===== config.mk =====
export PLATFORM = sky130hd
export DESIGN_NAME = trap_entry_unit
export DESIGN_NICKNAME = d
export VERILOG_FILES = /design/src/rtl/trap_entry_unit.sv
export SDC_FILE = /design/constraint.sdc
export NUM_CORES = 1
export LEC_CHECK = 0
export BUFFER_PORTS_ARGS = -buffer_cell sky130_fd_sc_hd__buf_2
export CORE_AREA = 2 2 161 163
export CTS_CLUSTER_DIAMETER = 30
export DETAILED_ROUTE_END_ITERATION = 10
export DIE_AREA = 0 0 163 165
export PLACE_DENSITY = 0.6
export SLEW_MARGIN = 20
export SYNTH_ARGS = -nofsm -noshare
export SYNTH_HDL_FRONTEND = slang
export SYNTH_SLANG_ARGS = --single-unit

===== constraint.sdc =====
create_clock -name clk_i -period 4.7 [get_ports clk_i]
set_clock_uncertainty 0.1 [all_clocks]
set_input_delay 0.235 -clock clk_i [delete_from_list [all_inputs] [get_ports clk_i]]
set_output_delay 0.235 -clock clk_i [all_outputs]
set_load 0.05 [all_outputs]

===== src/rtl/trap_entry_unit.sv =====
module trap_entry_unit #(
  parameter int XLEN        = 64,
  parameter int NIRQ        = 8,
  parameter int NARROW_FLAG = 31
) (
  input  logic            clk_i,
  input  logic            rst_ni,
  input  logic            issue_i,
  input  logic [XLEN-1:0] pc_i,
  input  logic [XLEN-1:0] evec_i,
  input  logic [NIRQ-1:0] irq_pend_i,
  input  logic [NIRQ-1:0] irq_mask_i,
  input  logic            gie_i,
  input  logic            sup_i,
  input  logic            wide_i,
  input  logic            exc_i,
  input  logic [XLEN-1:0] exc_cause_i,
  output logic            trap_o,
  output logic [XLEN-1:0] cause_o,
  output logic [XLEN-1:0] epc_o,
  output logic [XLEN-1:0] npc_o,
  output logic            sup_o,
  output logic            gie_o,
  output logic            psup_o,
  output logic            pgie_o
);

  localparam int IDXW = (NIRQ > 1) ? $clog2(NIRQ) : 1;

  logic [NIRQ-1:0] cand;
  logic            irq_hit;
  logic [IDXW-1:0] irq_idx;
  logic [XLEN-1:0] flag_bit;
  logic [XLEN-1:0] irq_cause;
  logic            take;

  assign cand    = irq_pend_i & irq_mask_i;
  assign irq_hit = gie_i && (cand != '0);

  always_comb begin
    irq_idx = '0;
    for (int k = NIRQ - 1; k >= 0; k--)
      if (cand[k]) irq_idx = IDXW'(k);
  end

  assign flag_bit  = wide_i ? (XLEN'(1) << (XLEN - 1)) : (XLEN'(1) << NARROW_FLAG);
  assign irq_cause = flag_bit | XLEN'(irq_idx);
  assign take      = issue_i && (exc_i || irq_hit);

  always_ff @(posedge clk_i) begin
    if (!rst_ni) begin
      trap_o  <= 1'b0;
      cause_o <= '0;
      epc_o   <= '0;
      npc_o   <= '0;
      sup_o   <= 1'b1;
      gie_o   <= 1'b0;
      psup_o  <= 1'b0;
      pgie_o  <= 1'b0;
    end else begin
      trap_o <= take;
      if (take) begin
        cause_o <= exc_i ? exc_cause_i : irq_cause;
        epc_o   <= pc_i;
        npc_o   <= evec_i;
        psup_o  <= sup_i;
        pgie_o  <= gie_i;
        sup_o   <= 1'b1;
        gie_o   <= 1'b0;
      end
    end
  end

  logic [NIRQ-1:0] sel_w, below_w;
  assign sel_w   = NIRQ'(1) << cause_o[IDXW-1:0];
  assign below_w = sel_w - NIRQ'(1);

  AST_NO_SPURIOUS_IRQ: assert property (@(posedge clk_i) disable iff (!rst_ni)
    (issue_i && !exc_i && (!gie_i || (irq_pend_i & irq_mask_i) == '0)) |=> !trap_o);
  AST_LOWEST_WINS: assert property (@(posedge clk_i) disable iff (!rst_ni)
    (trap_o && !$past(exc_i)) |->
      ((($past(irq_pend_i & irq_mask_i) & below_w) == '0) &&
       (($past(irq_pend_i & irq_mask_i) & sel_w) != '0)));
  AST_FLAG_POS: assert property (@(posedge clk_i) disable iff (!rst_ni)
    (trap_o && !$past(exc_i)) |->
      (cause_o[XLEN-1] == $past(wide_i) && cause_o[NARROW_FLAG] == !$past(wide_i)));
  AST_EPC_VEC: assert property (@(posedge clk_i) disable iff (!rst_ni)
    trap_o |-> (epc_o == $past(pc_i) && npc_o == $past(evec_i)));
  AST_STACKED: assert property (@(posedge clk_i) disable iff (!rst_ni)
    trap_o |-> (sup_o && !gie_o && psup_o == $past(sup_i) && pgie_o == $past(gie_i)));
  AST_EXC_FIRST: assert property (@(posedge clk_i) disable iff (!rst_ni)
    (issue_i && exc_i) |=> (trap_o && cause_o == $past(exc_cause_i)));
  AST_HOLD: assert property (@(posedge clk_i) disable iff (!rst_ni)
    !trap_o |-> ($stable(cause_o) && $stable(epc_o) && $stable(npc_o) &&
                 $stable({sup_o, gie_o, psup_o, pgie_o})));
  AST_IDLE_QUIET: assert property (@(posedge clk_i) disable iff (!rst_ni)
    !issue_i |=> !trap_o);

endmodule


==> results.md <==
- Post-DP HPWL: 15500 um
- Worst skew pair latency: 0.42 ns
- Ys async rst share: 0%
- CP required: 4.95 ns
- Layout cells sized above 1: 31.3%
- CTS Buf Count: 17
- Synth warn: 0
- Worst Path Arrival: 3.23 ns
- IO Count: 412
- Final nets: 1638
- DRT iter0 DRCs: 527
- PD cells: 352 nW/um^2
- Seq/Total Area, Yosys: 53.7%
- Final hold slack: 0.0525 ns
- Syn nets: 1108
- Die Ht: 165 um
- Die footprint: 26900 um^2
- CP Launch Type: input port
- Post-synthesis area per instance: 8.15 um^2
- Register area: 3900 um^2
- CTS root buffer: clkbuf_16
- Final period util: 63.4%
- Vias in the first global route: 7550
- Slew Viols, Final: 0
- First-pass GRT wire length: 38000 um
- Leakage power: 0.00597 uW
- Gr usage total: 17.3%
- Syn Inst Count: 893
- Vias post-DR: 8274
- Area of the multi-input gates: 2950 um^2
- Synthesized area: 7270 um^2
- Number of flops mapped to enable cells by yosys: 0
- Status: finished, final reports clean
- DRC errors left: 0
- Crit-path max FO: 86
- WL per Instance: 14.3 um
- Setup_tns: 0 ns
- CP endpoint kind: flop
- Unrepaired setup endpoints after global routing: false
- Setup Viol. Count Final: 0
- Flop-to-flop setup slack: 3.85 ns
- H-Tree Depth: 4
- Gr ovfl total: 0
- Clock transition at the registers of the reported paths: 0.07 ns
- Cell variety after synth: 25
- Row count: 58
- Antenna violations before repair: 1
- F_max: 0.336 GHz
- # fillers: 2385
- Area Overhead vs Synth: 63.6%
- Post-CTS Hold Buffers: 189
- Core area: 25000 um^2
- Maxcap violations: 0
- Routed WL: 25300 um
- Port bufs: 409
- Worst hold path type: input port to flop
- Worst VDD drop: 0.000191 V
- Die X: 163 um
- Antenna Nets Post-Route: 0
- Pre-antenna DRT Iters: 5
- Final Hold Violating Endpoints: 0
- Final weighted congestion in routability-driven placement: 0.830
- Slew margin rel.: 28.4%
- Ys flop type: dfxtp_1
- CP Class: input port to flop
- Minimum clock period: 2.98 ns
- Post-CTS Setup Bufs: 0
- Post-CTS sizing: 0
- CTS tree: done
- Longest Clk Path Bufs: 2
- Initial Util: 29.1%
- FF+latch count, synth: 195
- Vias/cell: 4.68
- Pin count of the biggest net entering global routing: 152
- Worst slew pin tran: 1.07 ns
- CTS sink cnt: 195
-- final timing paths --
kind,startpoint,end,depth (start not counted)
worst max-delay path,gie_i,cause_o[0]$_SDFFE_PN0P_,7
worst min-delay path,wide_i,cause_o[31]$_SDFFE_PN0P_,3
worst max register to register,cause_o[1]$_SDFFE_PN0P_,cause_o[1]$_SDFFE_PN0P_,2
worst min register to register,npc_o[10]$_SDFFE_PN0P_,npc_o[10]$_SDFFE_PN0P_,2
-- cell type report --
type	count	area share [%]
Antenna cell	1	0.0210
Clock buffer	18	3.61
Clock inverter	14	1.41
Multi-Input combinational cell	604	24.8
Sequential cell	195	32.8
Tap cell	330	3.47
Timing Repair Buffer	605	33.9
-- power by group --
group          internal, uW  leakage [uW]  switching [uW]  total, uW
Sequential             1750       0.00160            45.2       1790
Combinational           295       0.00408             612        907
Clock                   765      0.000293             726       1490
Total                  2810       0.00597            1380       4190
-- critical path: stages --
cell	delay (ns)
dlygate4sd3_1	0.54
buf_2	0.12
o21a_1	0.22
o41a_2	0.88
buf_4	0.81
o21ai_0	0.15
a21oi_1	0.13
-- cells in the mapped netlist (all sizes together) (2+ instances only) --
cell    instances  share of area [%]
a221oi          2               0.24
a22o            4               0.48
conb            2               0.10
o211a           3               0.41
nand2         139                7.2
clkbuf         57                2.9
nand3         378                 26
and2            2               0.17
buf            37                2.9
o211ai          2               0.21
o21ai          61                4.2
dfxtp         195                 54
-- logic make-up after synthesis --
| kind of cell | after synthesis | share of synthesized area, % |
|---|---|---|
| and+or+nand+nor | 520 | 33.4 |
| DFF | 195 | 53.7 |
| buffers and inverters | 94 | 5.85 |
| AOI/OAI and AO/OA | 81 | 6.81 |
| other | 2 | 0.103 |
| muxes | 1 | 0.138 |
-- state kept, by name (all words and copies together), names as in the netlist --
name / count
epc_o: 64
npc_o: 64
cause_o: 64
psup_o: 1
trap_o: 1
pgie_o: 1
-- placed cells by master (no fill, tap or decap), drive strengths merged, types with 3 or more instances in the layout --
cell type    netlist  routed
inv                0       8
nand3            378     378
clkbuf            57      18
nand2            139     139
a22o               4       4
dfxtp            195     195
buf               37     416
o211a              3       3
dlygate4sd3        0     189
clkinv             0       5
o21ai             61      61
-- per-layer routing --
metal	wire, um	vias to the layer above	GRT usage [%]	part of all wire (%)
met5	0	-	0	0
met4	530	0	5.67	2.1
met3	2040	29	5.12	8.1
met2	12000	326	29.4	48
met1	10700	3764	21.0	42
li1	-	4155	-	-
-- metrics by stage --
stage / utilization, % / cells / total power (uW) / instance area (um^2) / setup slack, ns
2_1_floorplan: - / 893 / 2380 / 7270 / 2.84
3_3_place_gp: 37.6 / 1545 / 2600 / 9410 / 1.74
3_5_place_dp: 37.6 / 1545 / 2610 / 9410 / 1.77
4_1_cts: 47.5 / 1766 / 4240 / 11900 / 1.77
5_1_grt: 47.5 / 1767 / 4380 / 11900 / 1.55
6_report: 47.5 / 1767 / 4190 / 11900 / 1.72
(Power assumes the default switching activity.)
